<file path="config.mk">
export PLATFORM = sky130hd
export DESIGN_NAME = adc_seq_ctrl
export DESIGN_NICKNAME = d
export VERILOG_FILES = /design/src/rtl/adc_seq_pkg.sv /design/src/rtl/adc_sck_shifter.sv /design/src/rtl/adc_result_fmt.sv /design/src/rtl/adc_seq_ctrl.sv
export SDC_FILE = /design/constraint.sdc
export NUM_CORES = 1
export LEC_CHECK = 0
export ABC_AREA = 0
export BUFFER_PORTS_ARGS = -buffer_cell sky130_fd_sc_hd__buf_2
export CORE_AREA = 2 2 91 75
export CTS_BUF_LIST = sky130_fd_sc_hd__clkbuf_4
export DETAILED_ROUTE_END_ITERATION = 10
export DIE_AREA = 0 0 93 77
export SLEW_MARGIN = 20
export SYNTH_ARGS = -nofsm -noshare
export SYNTH_HDL_FRONTEND = slang
export SYNTH_SLANG_ARGS = --single-unit
export TNS_END_PERCENT = 20
</file>
<file path="constraint.sdc">
create_clock -name clk -period 2.5 [get_ports clk]
set_input_delay 0.5 -clock clk [delete_from_list [all_inputs] [get_ports clk]]
set_output_delay 0.5 -clock clk [all_outputs]
set_load 0.005 [all_outputs]
</file>
<file path="src/rtl/adc_seq_pkg.sv">
package adc_seq_pkg;

  localparam int SETUP_BITS = 6;

  typedef enum logic [2:0] {
    ST_IDLE,
    ST_WAKE,
    ST_SHIFT,
    ST_GAP,
    ST_CONV
  } seq_state_t;

  // Setup word in send order (bit 5 goes out first); spare bits are zero.
  function automatic logic [SETUP_BITS-1:0] make_setup(input logic single_end,
                                                       input logic odd_sel,
                                                       input logic unipolar);
    return {single_end, odd_sel, 1'b0, 1'b0, unipolar, 1'b0};
  endfunction

endpackage

</file>
<file path="src/rtl/adc_sck_shifter.sv">
module adc_sck_shifter #(
  parameter int SCK_HALF = 2,
  parameter int DATA_W   = 12,
  parameter int SETUP_W  = 6
) (
  input  logic              clk,
  input  logic              rst_n,
  input  logic              start,
  input  logic [SETUP_W-1:0] setup_word,
  input  logic              sdo,
  output logic              sck,
  output logic              sdi,
  output logic [DATA_W-1:0] data,
  output logic              done
);

  localparam int HW = (SCK_HALF > 1) ? $clog2(SCK_HALF) : 1;
  localparam int BW = $clog2(DATA_W + 1);

  logic               active;
  logic [HW-1:0]      half_cnt;
  logic [BW-1:0]      bit_cnt;
  logic [SETUP_W-1:0] setup_q;

  always_ff @(posedge clk or negedge rst_n) begin
    if (!rst_n) begin
      active   <= 1'b0;
      half_cnt <= '0;
      bit_cnt  <= '0;
      setup_q  <= '0;
      sck      <= 1'b0;
      sdi      <= 1'b0;
      data     <= '0;
      done     <= 1'b0;
    end else begin
      done <= 1'b0;
      if (start) begin
        active   <= 1'b1;
        half_cnt <= '0;
        bit_cnt  <= '0;
        setup_q  <= setup_word << 1;
        sdi      <= setup_word[SETUP_W-1];
        sck      <= 1'b0;
      end else if (active) begin
        if (half_cnt == HW'(SCK_HALF - 1)) begin
          half_cnt <= '0;
          if (!sck) begin
            // rising edge: capture the bit the converter is presenting
            sck  <= 1'b1;
            data <= {data[DATA_W-2:0], sdo};
          end else begin
            // falling edge: advance to the next outgoing bit
            sck     <= 1'b0;
            sdi     <= setup_q[SETUP_W-1];
            setup_q <= setup_q << 1;
            bit_cnt <= bit_cnt + 1'b1;
            if (bit_cnt == BW'(DATA_W - 1)) begin
              active <= 1'b0;
              done   <= 1'b1;
              sdi    <= 1'b0;
            end
          end
        end else begin
          half_cnt <= half_cnt + 1'b1;
        end
      end
    end
  end

endmodule

</file>
<file path="src/rtl/adc_result_fmt.sv">
module adc_result_fmt #(
  parameter int DATA_W = 12,
  parameter int EXT_W  = 16
) (
  input  logic [DATA_W-1:0] code,
  input  logic              unipolar,
  output logic [EXT_W-1:0]  ext
);

  localparam int PAD_W = EXT_W - DATA_W;

  always_comb begin
    if (unipolar) ext = {{PAD_W{1'b0}}, code};
    else          ext = {{PAD_W{code[DATA_W-1]}}, code};
  end

endmodule

</file>
<file path="src/rtl/adc_seq_ctrl.sv">
module adc_seq_ctrl
  import adc_seq_pkg::*;
#(
  parameter int SCK_HALF     = 2,
  parameter int CONV_CYCLES  = 165,
  parameter int PULSE_CYCLES = 3,
  parameter int GAP_CYCLES   = 3,
  parameter int EN_CYCLES    = 2,
  parameter int DATA_W       = 12,
  parameter int EXT_W        = 16
) (
  input  logic              clk,
  input  logic              rst_n,
  input  logic              req_valid,
  output logic              req_ready,
  input  logic              req_single,
  input  logic              req_odd,
  input  logic              req_unipolar,
  input  logic              req_long,
  output logic              res_valid,
  input  logic              res_ready,
  output logic [DATA_W-1:0] res_code,
  output logic [EXT_W-1:0]  res_ext,
  output logic              res_unipolar,
  output logic              adc_convst,
  output logic              adc_sck,
  output logic              adc_sdi,
  input  logic              adc_sdo
);

  localparam int M1   = (CONV_CYCLES > GAP_CYCLES) ? CONV_CYCLES : GAP_CYCLES;
  localparam int M2   = (M1 > EN_CYCLES) ? M1 : EN_CYCLES;
  localparam int MAXC = (M2 > PULSE_CYCLES) ? M2 : PULSE_CYCLES;
  localparam int TW   = $clog2(MAXC + 1);

  seq_state_t             state;
  logic [TW-1:0]          tmr;
  logic [SETUP_BITS-1:0]  setup_q;
  logic                   long_q;
  logic                   uni_next;
  logic                   uni_prev;
  logic                   shift_start;
  logic                   shift_done;
  logic [DATA_W-1:0]      shift_data;

  assign req_ready   = (state == ST_IDLE) && !res_valid;
  assign shift_start = (state == ST_WAKE) && (tmr == TW'(EN_CYCLES - 1));

  always_ff @(posedge clk or negedge rst_n) begin
    if (!rst_n) begin
      state        <= ST_IDLE;
      tmr          <= '0;
      setup_q      <= '0;
      long_q       <= 1'b0;
      uni_next     <= 1'b1;
      uni_prev     <= 1'b1;
      adc_convst   <= 1'b0;
      res_valid    <= 1'b0;
      res_code     <= '0;
      res_unipolar <= 1'b1;
    end else begin
      if (res_valid && res_ready) res_valid <= 1'b0;
      case (state)
        ST_IDLE: begin
          if (req_valid && req_ready) begin
            setup_q    <= make_setup(req_single, req_odd, req_unipolar);
            long_q     <= req_long;
            uni_next   <= req_unipolar;
            adc_convst <= 1'b0;  // wakes a sleeping converter, enables its output
            tmr        <= '0;
            state      <= ST_WAKE;
          end
        end
        ST_WAKE: begin
          tmr <= tmr + 1'b1;
          if (shift_start) state <= ST_SHIFT;
        end
        ST_SHIFT: begin
          if (shift_done) begin
            res_valid    <= 1'b1;
            res_code     <= shift_data;
            res_unipolar <= uni_prev;
            uni_prev     <= uni_next;
            tmr          <= '0;
            state        <= ST_GAP;
          end
        end
        ST_GAP: begin
          tmr <= tmr + 1'b1;
          if (tmr == TW'(GAP_CYCLES - 1)) begin
            adc_convst <= 1'b1;
            tmr        <= '0;
            state      <= ST_CONV;
          end
        end
        ST_CONV: begin
          tmr <= tmr + 1'b1;
          if (!long_q && tmr == TW'(PULSE_CYCLES - 1)) adc_convst <= 1'b0;
          if (tmr == TW'(CONV_CYCLES - 1)) state <= ST_IDLE;
        end
        default: state <= ST_IDLE;
      endcase
    end
  end

  adc_sck_shifter #(
    .SCK_HALF (SCK_HALF),
    .DATA_W   (DATA_W),
    .SETUP_W  (SETUP_BITS)
  ) u_shift (
    .clk        (clk),
    .rst_n      (rst_n),
    .start      (shift_start),
    .setup_word (setup_q),
    .sdo        (adc_sdo),
    .sck        (adc_sck),
    .sdi        (adc_sdi),
    .data       (shift_data),
    .done       (shift_done)
  );

  adc_result_fmt #(
    .DATA_W (DATA_W),
    .EXT_W  (EXT_W)
  ) u_fmt (
    .code     (res_code),
    .unipolar (res_unipolar),
    .ext      (res_ext)
  );

endmodule

</file>
==> results of run 1 <==
## per-layer routing
metal	wire [um]	up-vias	global-route usage (%)	share of wire, %
met5	0	-	0	0
met3	305	9	5.89	6.2
li1	-	862	-	-
met1	2430	867	21.0	50
met2	2080	48	21.2	43
met4	76	0	5.74	1.6
## worst reg2reg max path, delay by kind of cell, from the launching register on
kind | cells | cell delay [ps]
buffers and inverters | 1 | 240
muxes | 1 | 370
AOI/OAI and AO/OA | 1 | 160
DFF | 1 | 490
and+or+nand+nor | 2 | 550
## final cells by class
type,instances,area (sq um),share of cell area [%]
sequential,57,1430,46.0
timing repair buffer,48,268,8.61
multi-input combinational,144,1120,35.9
inverter,5,18.8,0.604
clock inverter,7,104,3.34
tap,84,105,3.38
clock buffer,9,67.6,2.17
## synth_stat cells, drive strengths merged, types with 2 or more instances
master / instances / share of area, %
dfrtp: 54 / 50
mux2: 33 / 15
buf: 21 / 5.6
nand2: 20 / 2.8
nor2: 13 / 1.8
o21ai: 9 / 1.7
nand3: 6 / 1.1
nor3: 6 / 1.9
ha: 5 / 2.3
inv: 5 / 0.69
nor2b: 5 / 1.1
a21oi: 4 / 0.73
clkbuf: 4 / 0.55
nand4: 4 / 0.92
xor2: 4 / 1.3
and3: 3 / 0.87
dfstp: 3 / 2.9
mux2i: 3 / 1.1
nand2b: 3 / 0.69
o22ai: 3 / 0.69
xnor2: 3 / 0.96
a211oi: 2 / 0.55
a21o: 2 / 0.55
nor3b: 2 / 0.55
nor4: 2 / 0.46
o211ai: 2 / 0.55
## cell families (layout without fill, tap and decap cells)
| kind of cell | Yosys count | in the layout | share of synthesized area [%] |
|---|---|---|---|
| simple gates | 69 | 69 | 13.7 |
| flops | 57 | 57 | 52.5 |
| mux | 36 | 36 | 16.1 |
| buf+inv | 30 | 69 | 6.79 |
| compound gates | 27 | 27 | 6.38 |
| xor+xnor | 7 | 7 | 2.25 |
| fa+ha+maj | 5 | 5 | 2.29 |
## power groups by stage
stage | registers (W) | logic, W | clock network (W)
2_1_floorplan | 0.00141 | 0.000976 | 0
3_3_place_gp | 0.00155 | 0.00107 | 0
3_5_place_dp | 0.00155 | 0.00110 | 0
4_1_cts | 0.00153 | 0.00110 | 0.000831
5_1_grt | 0.00159 | 0.00123 | 0.000867
6_report | 0.00154 | 0.00110 | 0.000804
## through the flow
step / hold slack [ps] / total power (W)
global placement: 469 / 0.00262
floorplan: 204 / 0.00239
finish: 60.4 / 0.00344
detailed placement: 476 / 0.00264
global route: 75.1 / 0.00368
CTS: 53.3 / 0.00347
## registers in the layout, summed over array words and instances (netlist names), 3 cells and up
signal	count
res_code	12
u_shift.data	12
tmr	8
u_shift.bit_cnt	4
u_shift.setup_q	4
setup_q	3
state	3
## worst paths after layout
kind / startpoint / slack, ps / cells after the start / to
max: state[1]$_DFFE_PN0P_ / 470 / 2 / req_ready
min: rst_n / 60 / 2 / tmr[2]$_DFFE_PN0P_
max reg2reg: tmr[3]$_DFFE_PN0P_ / 590 / 5 / u_shift.data[0]$_DFFE_PN0P_
min reg2reg: setup_q[1]$_DFFE_PN0P_ / 500 / 2 / u_shift.setup_q[2]$_DFFE_PN0P_
max in group asynchronous: rst_n / 2140 / 2 / uni_next$_DFFE_PN1P_
min in group clk: req_odd / 320 / 2 / setup_q[4]$_DFFE_PN0P_
==> reports/metrics.csv, run 1 <==
metric,value,unit
status,"finished, final reports clean",
gr usage total,15.1,%
Initial Util,43.6,%
"most common cell after layout, fill and taps aside",dfrtp_1,
CP max FO,11,
PwrDens,1110,nW/um^2
PortBufs,42,
crit path cell chain,nor4_1 -> buf_2,
Final HPWL DP,3310,um
Leakage,1.58,nW
vias in the first global route,1691,
Worst EP required,2000,ps
die area,7160,sq um
num ports,43,
Pre-Repair DR Iteration Count,4,
cell internal pwr,0.00222,W
htree depth,3,
Worst Skew,10.5,ps
grt ovf,0,
hold buffer count at cts,0,
DRC violations left,0,
total wire length,4890,um
Die Y,77,um
RSZ-0062 raised after global routing,no,
Setup Crit Path Kind,reg2out,
share of cells above drive strength 1,39.6,%
post-route ant nets,0,
switch share,35.5,%
Sink Count,57,
synthesized area per cell,11.8,sq um
CTS tree,built,
Synthesized Nets,245,
Cells after Synth,231,
"FFs w/ async S/R, synth",100,%
Top delay family on crit path,flip-flops,
Bufs and invs on worst path,1,
Yosys cell types,41,
nets,279,
crit end category,output port,
ys flop type,dfrtp_1,
fill count,576,
cts repair resizes,0,
Layout area overhead,14.0,%
slowest cell delay on critical path,500,ps
Worst-path clk slew,110,ps
pin count of the biggest net entering global routing,58,
detail-routed net length per standard cell,13.8,um
Die Span X,93,um
combinational power share,31.9,%
placed cell count,338,
Final period util,81.2,%
CTS buffer count,9,
Vias,1786,
Worst VDD drop,447,uV
Worst-Margin Slew,510,ps
final core area utilization,49.8,%
Clock Latency Late Sink,420,ps
FP Rows,26,
"Cell Area, Placed",2940,sq um
endpoints failing hold,0,
pre-CTS WS,615,ps
Sw Pwr,0.00122,W
final setup TNS,0,ps
final setup violating endpoints,0,
Vias/cell,5.05,
Arrival @ worst endpoint,1530,ps
Core Area,6250,sq um
HP Class,in2async,
Slew HR,65.6,%
Crit-path slowest cell,dfrtp_1,
Flop pwr share,44.7,%
Post-Syn Area,2730,sq um
Iter 0 DRT Violations,94,
final RePlAce weighted congestion,0.847,
max-slew violation count,0,
"Setup Fix Bufs, Post-CTS",0,
#FFs+latches synth,57,
Root Driver,clkbuf_4,
Layout Cells excl Fill,354,
Final min period,2030,ps
sequential share of the synthesized area,52.5,%
max cap viols,0,
first-pass GRT wire length,8220,um
Final WS setup,469,ps
f_max,492,MHz
cell area after layout,3110,sq um
most frequent cells in the layout,"dfrtp_1, buf_2, mux2_2",
yosys warns,0,
initial antenna violation count,0,
Post-synth EDFFs,0,
clk buf depth,2,
clock group share of total power,23.4,%
crit start category,flop,
# diodes,0,
No activity file was read; power rests on OpenSTA's default activity.
==> inputs of run 2 (changes only) <==
- ABC_AREA: 0 -> 1
- CORE_AREA: 2 2 91 75 -> 2 2 92 76
- DIE_AREA: 0 0 93 77 -> 0 0 94 78
- clock period: 2.5 -> 1.9 ns (I/O delays scaled with it)
==> reports/metrics.csv, run 2 <==
metric,value,unit,change
status,"finished, final reports clean",,unchanged
synthesized area per cell,8.84,sq um,was 11.8 sq um
#FFs+latches synth,57,,unchanged
source of the worst hold timing path,res_ready,,
PwrDens,1480,nW/um^2,was 1110 nW/um^2
clock group share of total power,18.4,%,was 23.4%
Worst-path clk slew,90,ps,was 110 ps
"FFs w/ async S/R, synth",100,%,unchanged
Vias/cell,4.71,,was 5.05
cell internal pwr,0.00269,W,was 0.00222 W
Setup Crit Path Kind,reg2out,,unchanged
FP Rows,26,,unchanged
Top Registers,"res_code (12), u_shift.data (12), tmr (8)",,unchanged
num ports,43,,unchanged
Hold Path End,res_valid$_DFF_PN0_,,
nets,367,,was 279
Final HPWL DP,3710,um,was 3310 um
final setup TNS,0,ps,unchanged
Yosys cell types,35,,was 41
HP Class,in2reg,,was in2async
reg2reg setup slack,260,ps,was 590 ps
DRC violations left,0,,unchanged
crit path cell chain,nor2_4 -> nand2_1 -> nor2_1 -> buf_2,,was nor4_1 -> buf_2
Hold Crit Depth,2,,
PortBufs,42,,unchanged
endpoints failing hold,0,,unchanged
CTS tree,built,,unchanged
Sw Pwr,0.00196,W,was 0.00122 W
switch share,42.1,%,was 35.5%
htree depth,3,,unchanged
crit start category,flop,,unchanged
Crit-path slowest cell,dfrtp_1,,unchanged
combinational power share,39.9,%,was 31.9%
CTS buffer count,9,,unchanged
pin count of the biggest net entering global routing,58,,unchanged
"most common cell after layout, fill and taps aside",nand2_1,,was dfrtp_1
Worst VDD drop,583,uV,was 447 uV
Slew HR,68.1,%,was 65.6%
most frequent cells in the layout,"nand2_1, dfrtp_1, buf_2",,"was dfrtp_1, buf_2, mux2_2"
Vias,2082,,was 1786
Root Driver,clkbuf_4,,unchanged
final setup violating endpoints,0,,unchanged
grt ovf,0,,unchanged
Die Span X,94,um,was 93 um
Iter 0 DRT Violations,97,,was 94
Flop pwr share,41.6,%,was 44.7%
die area,7330,sq um,was 7160 sq um
f_max,576,MHz,
Final period util,91.3,%,
share of cells above drive strength 1,23.5,%,was 39.6%
max cap viols,0,,unchanged
FF-to-FF path depth,8,,was 5
Reg-to-Reg Start,tmr[1]$_DFFE_PN0P_,,was tmr[3]$_DFFE_PN0P_
Clock Latency Late Sink,400,ps,was 420 ps
post-route ant nets,0,,unchanged
Initial Util,44.3,%,was 43.6%
# diodes,0,,unchanged
synth cell count leaders,"nand2_1, dfrtp_1, inv_1",,"was dfrtp_1, mux2_2, nand2_1"
"Setup Fix Bufs, Post-CTS",0,,unchanged
Post-Syn Area,2810,sq um,was 2730 sq um
Sink Count,57,,unchanged
Post-synth EDFFs,0,,unchanged
ys flop type,dfrtp_1,,unchanged
final core area utilization,49.4,%,was 49.8%
Cells after Synth,318,,was 231
"count leader, synth",nand2_1,,was dfrtp_1
RSZ-0062 raised after global routing,no,,unchanged
Die Y,78,um,was 77 um
fill count,612,,was 576
Core Area,6340,sq um,was 6250 sq um
sequential share of the synthesized area,50.9,%,was 52.5%
gr usage total,16.2,%,was 15.1%
first-pass GRT wire length,9150,um,was 8220 um
yosys warns,0,,unchanged
Arrival @ worst endpoint,1350,ps,was 1530 ps
"area leader, netlist",dfrtp_1,,unchanged
final RePlAce weighted congestion,0.837,,was 0.847
share of the synthesized area in the top cell type,48.1,%,was 49.6%
detail-routed net length per standard cell,11.9,um,was 13.8 um
Leakage,1.71,nW,was 1.58 nW
vias in the first global route,1932,,was 1691
Worst-Margin Slew,479,ps,was 510 ps
reg2reg end,u_shift.data[0]$_DFFE_PN0P_,,unchanged
Synthesized Nets,332,,was 245
Worst EP required,1520,ps,was 2000 ps
Final min period,1730,ps,
total wire length,5260,um,was 4890 um
Worst Skew,17.7,ps,was 10.5 ps
crit end category,output port,,unchanged
initial antenna violation count,0,,unchanged
Layout area overhead,11.6,%,was 14.0%
max-slew violation count,0,,unchanged
CP max FO,4,,was 11
clk buf depth,2,,unchanged
slowest cell delay on critical path,470,ps,was 500 ps
Pre-Repair DR Iteration Count,4,,unchanged
Area contributors post-synth,"dfrtp_1, nand2_1, inv_1",,"was dfrtp_1, mux2_2, mux2_4"
==> run 2: power by group through the flow <==
stage	Sequential, W	Combinational, W	Clock, W
floorplan	0.00187	0.00156	0
global placement	0.00195	0.00183	0
detailed placement	0.00195	0.00187	0
CTS	0.00193	0.00188	0.000892
global route	0.00200	0.00218	0.000955
finish	0.00194	0.00186	0.000858
==> run 2: logic make-up (layout without fill, tap and decap cells) <==
group,Yosys count,count (layout),synth area share (%)
DFF,57,57,50.9
and+or+nand+nor,132,132,21.4
AOI/OAI and AO/OA,53,53,10.9
adders and majority gates,5,5,2.23
buffers and inverters,61,101,11.2
muxes,4,4,1.60
xor gates and xnor gates,6,6,1.87
==> run 2: stage by stage <==
step	area, sq um	cells	hold slack, ps	setup slack [ps]	power [W]
2_1_floorplan	2810	318	84.4	524	0.00343
3_3_place_gp	2990	425	408	304	0.00378
3_5_place_dp	2990	425	410	271	0.00382
4_1_cts	3130	442	136	102	0.00470
5_1_grt	3140	442	159	51.1	0.00514
6_report	3140	442	167	165	0.00465
==> run 2: how the worst max path moves through the flow <==
stage / start / endpoint / slack (ps) / cells after the start
2_1_floorplan: tmr[1]$_DFFE_PN0P_ / u_shift.setup_q[5]$_DFFE_PN0P_ / 520 / 8
3_3_place_gp: state[2]$_DFFE_PN0P_ / res_code[5]$_DFFE_PN0P_ / 300 / 5
3_5_place_dp: tmr[1]$_DFFE_PN0P_ / u_shift.data[4]$_DFFE_PN0P_ / 270 / 8
4_1_cts: state[2]$_DFFE_PN0P_ / req_ready / 100 / 4
5_1_grt: state[2]$_DFFE_PN0P_ / req_ready / 50 / 4
6_report: state[2]$_DFFE_PN0P_ / req_ready / 170 / 4
==> run 2: what timing repair did <==
| action | CTS | global route |
|---|---|---|
| hold buffers | 1 | 0 |
| endpoints found under the hold margin | 54 | 0 |
| endpoints found under the setup margin | 0 | 1 |
| gates resized for setup | 0 | 1 |
==> run 2: cell type report <==
| class | instances | area, sq um | share of cell area, % |
|---|---|---|---|
| multi-input cells | 200 | 1070 | 34.2 |
| inverters | 40 | 150 | 4.79 |
| clock inverters | 5 | 48.8 | 1.56 |
| flip-flops and latches | 57 | 1430 | 45.6 |
| clock buffers | 11 | 82.6 | 2.63 |
| well taps | 84 | 105 | 3.35 |
| repair buffers | 45 | 248 | 7.90 |
==> run 2: worst max-delay path: cells and delay by family (launching register included) <==
kind | cells | cell delay [ps]
DFF | 1 | 470
and+or+nand+nor | 3 | 380
buffers and inverters | 1 | 110
==> run 2: layer usage <==
layer / global-route usage, % / wire length, um / up-vias
met1: 23.1 / 2730 / 961
li1: - / - / 1072
met2: 22.4 / 2170 / 44
met4: 6.09 / 61 / 0
met3: 6.02 / 293 / 5
met5: 0 / 0 / -
==> inputs of run 3 (changes only) <==
- HOLD_SLACK_MARGIN: default -> 0.03
- PLACE_DENSITY: default -> 0.67
- clock period: 1.9 -> 1.56 ns (I/O delays scaled with it)
==> reports/metrics.csv, run 3 (synthesis results as in run 2) <==
metric,value,unit,change
CTS buffer count,9,,unchanged
Die Span X,94,um,unchanged
source of the worst hold timing path,res_ready,,unchanged
area of the multi-input gates,1160,sq um,was 1070 sq um
vias in the first global route,2039,,was 1932
detail-routed net length per standard cell,12.3,um,was 11.9 um
Layout Cells excl Fill,461,,was 442
HP Class,in2reg,,unchanged
Leakage,1.80,nW,was 1.71 nW
Pre-Repair DR Iteration Count,4,,unchanged
Worst VDD drop,636,uV,was 583 uV
Worst Skew,15.2,ps,was 17.7 ps
Overall Power,0.00631,W,was 0.00465 W
Iter 0 DRT Violations,93,,was 97
die area,7330,sq um,unchanged
FF-to-FF path depth,9,,was 8
most frequent cells in the layout,"nand2_1, dfrtp_1, buf_2",,unchanged
Reg-to-Reg Start,state[2]$_DFFE_PN0P_,,was tmr[1]$_DFFE_PN0P_
cell area after layout,3350,sq um,was 3140 sq um
first-pass GRT wire length,9280,um,was 9150 um
htree depth,3,,unchanged
clk buf depth,2,,unchanged
f_max,627,MHz,
register area,1430,sq um,unchanged
# diodes,0,,unchanged
crit end category,output port,,unchanged
Die Y,78,um,unchanged
FP Rows,26,,unchanged
Vias,2182,,was 2082
CTS tree,built,,unchanged
failing checks,setup timing,,
grt ovf,0,,unchanged
max cap viols,0,,unchanged
"most common cell after layout, fill and taps aside",nand2_1,,unchanged
Final period util,102,%,
num ports,43,,unchanged
initial antenna violation count,0,,unchanged
Initial Util,44.3,%,unchanged
PwrDens,1880,nW/um^2,was 1480 nW/um^2
final RePlAce weighted congestion,0.817,,was 0.837
reg2reg setup slack,60,ps,was 260 ps
Layout area overhead,19.4,%,was 11.6%
post-route ant nets,0,,unchanged
worst hold slack,73.2,ps,was 167 ps
nets,386,,was 367
Hold Crit Depth,2,,unchanged
Worst-path clk slew,110,ps,was 90 ps
Slew HR,73.9,%,was 68.1%
Worst EP required,1250,ps,was 1520 ps
Root Driver,clkbuf_4,,unchanged
total wire length,5680,um,was 5260 um
pre-CTS WS,68.6,ps,was 271 ps
Critical Path Source,state[2]$_DFFE_PN0P_,,unchanged
Arrival @ worst endpoint,1280,ps,was 1350 ps
Final min period,1590,ps,
Core Area,6340,sq um,unchanged
final setup violating endpoints,1,,was 0
"Cell Area, Placed",3060,sq um,was 2990 sq um
Final HPWL DP,3750,um,was 3710 um
DRC violations left,0,,unchanged
Worst-Margin Slew,391,ps,was 479 ps
gr usage total,16.3,%,was 16.2%
Setup Crit Path Kind,reg2out,,unchanged
status,finished with violations,,"was finished, final reports clean"
endpoints failing hold,0,,unchanged
max-slew violation count,0,,unchanged
Vias/cell,4.73,,was 4.71
placed cell count,434,,was 425
RSZ-0062 raised after global routing,yes,,was no
CP max FO,2,,was 4
crit start category,flop,,unchanged
Sink Count,57,,unchanged
Final WS setup,-34.0,ps,was 165 ps
share of cells above drive strength 1,29.7,%,was 23.5%
Top Registers,"res_code (12), u_shift.data (12), tmr (8)",,unchanged
Clock Latency Late Sink,400,ps,about the same
PortBufs,42,,unchanged
pin count of the biggest net entering global routing,58,,unchanged
fill count,595,,was 612
[run 3: changes by cell type in the layout (fill, tap and decap cells not counted), sizes merged]
cell | before | now
nand2 | 76 | 77
clkbuf | 11 | 10
clkinv | 4 | 3
o21ai | 39 | 40
buf | 44 | 60
nand3 | 15 | 16
clkinvlp | 0 | 2
[run 3: timing repair]
action / 4_1_cts / 5_1_grt
resized for setup: 4 / 14
gates cloned: 0 / 3
hold endpoints to repair: 54 / 0
hold buffers: 1 / 0
pin swaps: 2 / 4
buffers inserted: 5 / 2
endpoints found under the setup margin: 1 / 38
[run 3: through the flow]
step	TNS, ps	util (%)
finish	-34.0	52.9
global route	-518	52.9
CTS	-79.0	51.3
detailed placement	0	48.2
global placement	0	48.2
floorplan	0	-
[run 3: where the power goes]
part | leakage [nW] | internal (W) | switching [W] | total, W
Combinational | 0.999 | 0.00113 | 0.00188 | 0.00301
Clock | 0.0698 | 0.000495 | 0.000554 | 0.00105
Sequential | 0.731 | 0.00197 | 0.000286 | 0.00226
Total | 1.80 | 0.00359 | 0.00272 | 0.00631
[run 3: metal layers]
layer / track usage (%) / routed length [um] / up-vias
met1: 22.3 / 2740 / 1003
li1: - / - / 1120
met2: 24.7 / 2590 / 52
met5: 0 / 0 / -
met4: 5.80 / 42 / 0
met3: 4.85 / 302 / 7
[run 3: worst max-delay path, cell delays in order (launching register included)]
cell	delay, ps
dfrtp_1	410
nor2_2	150
buf_6	120
nand2_4	50
nor2_4	60
buf_2	110
[run 3: cell type report]
cell class                      instances  share of cell area, %
Clock buffer                           10                   2.24
Multi-Input combinational cell        203                   34.7
Clock inverter                          6                   1.75
Timing Repair Buffer                   61                   11.1
Inverter                               40                   4.48
Sequential cell                        57                   42.6
Tap cell                               84                   3.13
[run 3: final timing paths]
path / endpoint
max in group asynchronous: uni_next$_DFFE_PN1P_
min in group asynchronous: tmr[5]$_DFFE_PN0P_
max: req_ready
min reg2reg: adc_convst$_DFFE_PN0P_
min: res_valid$_DFF_PN0_
max reg2reg: state[1]$_DFFE_PN0P_
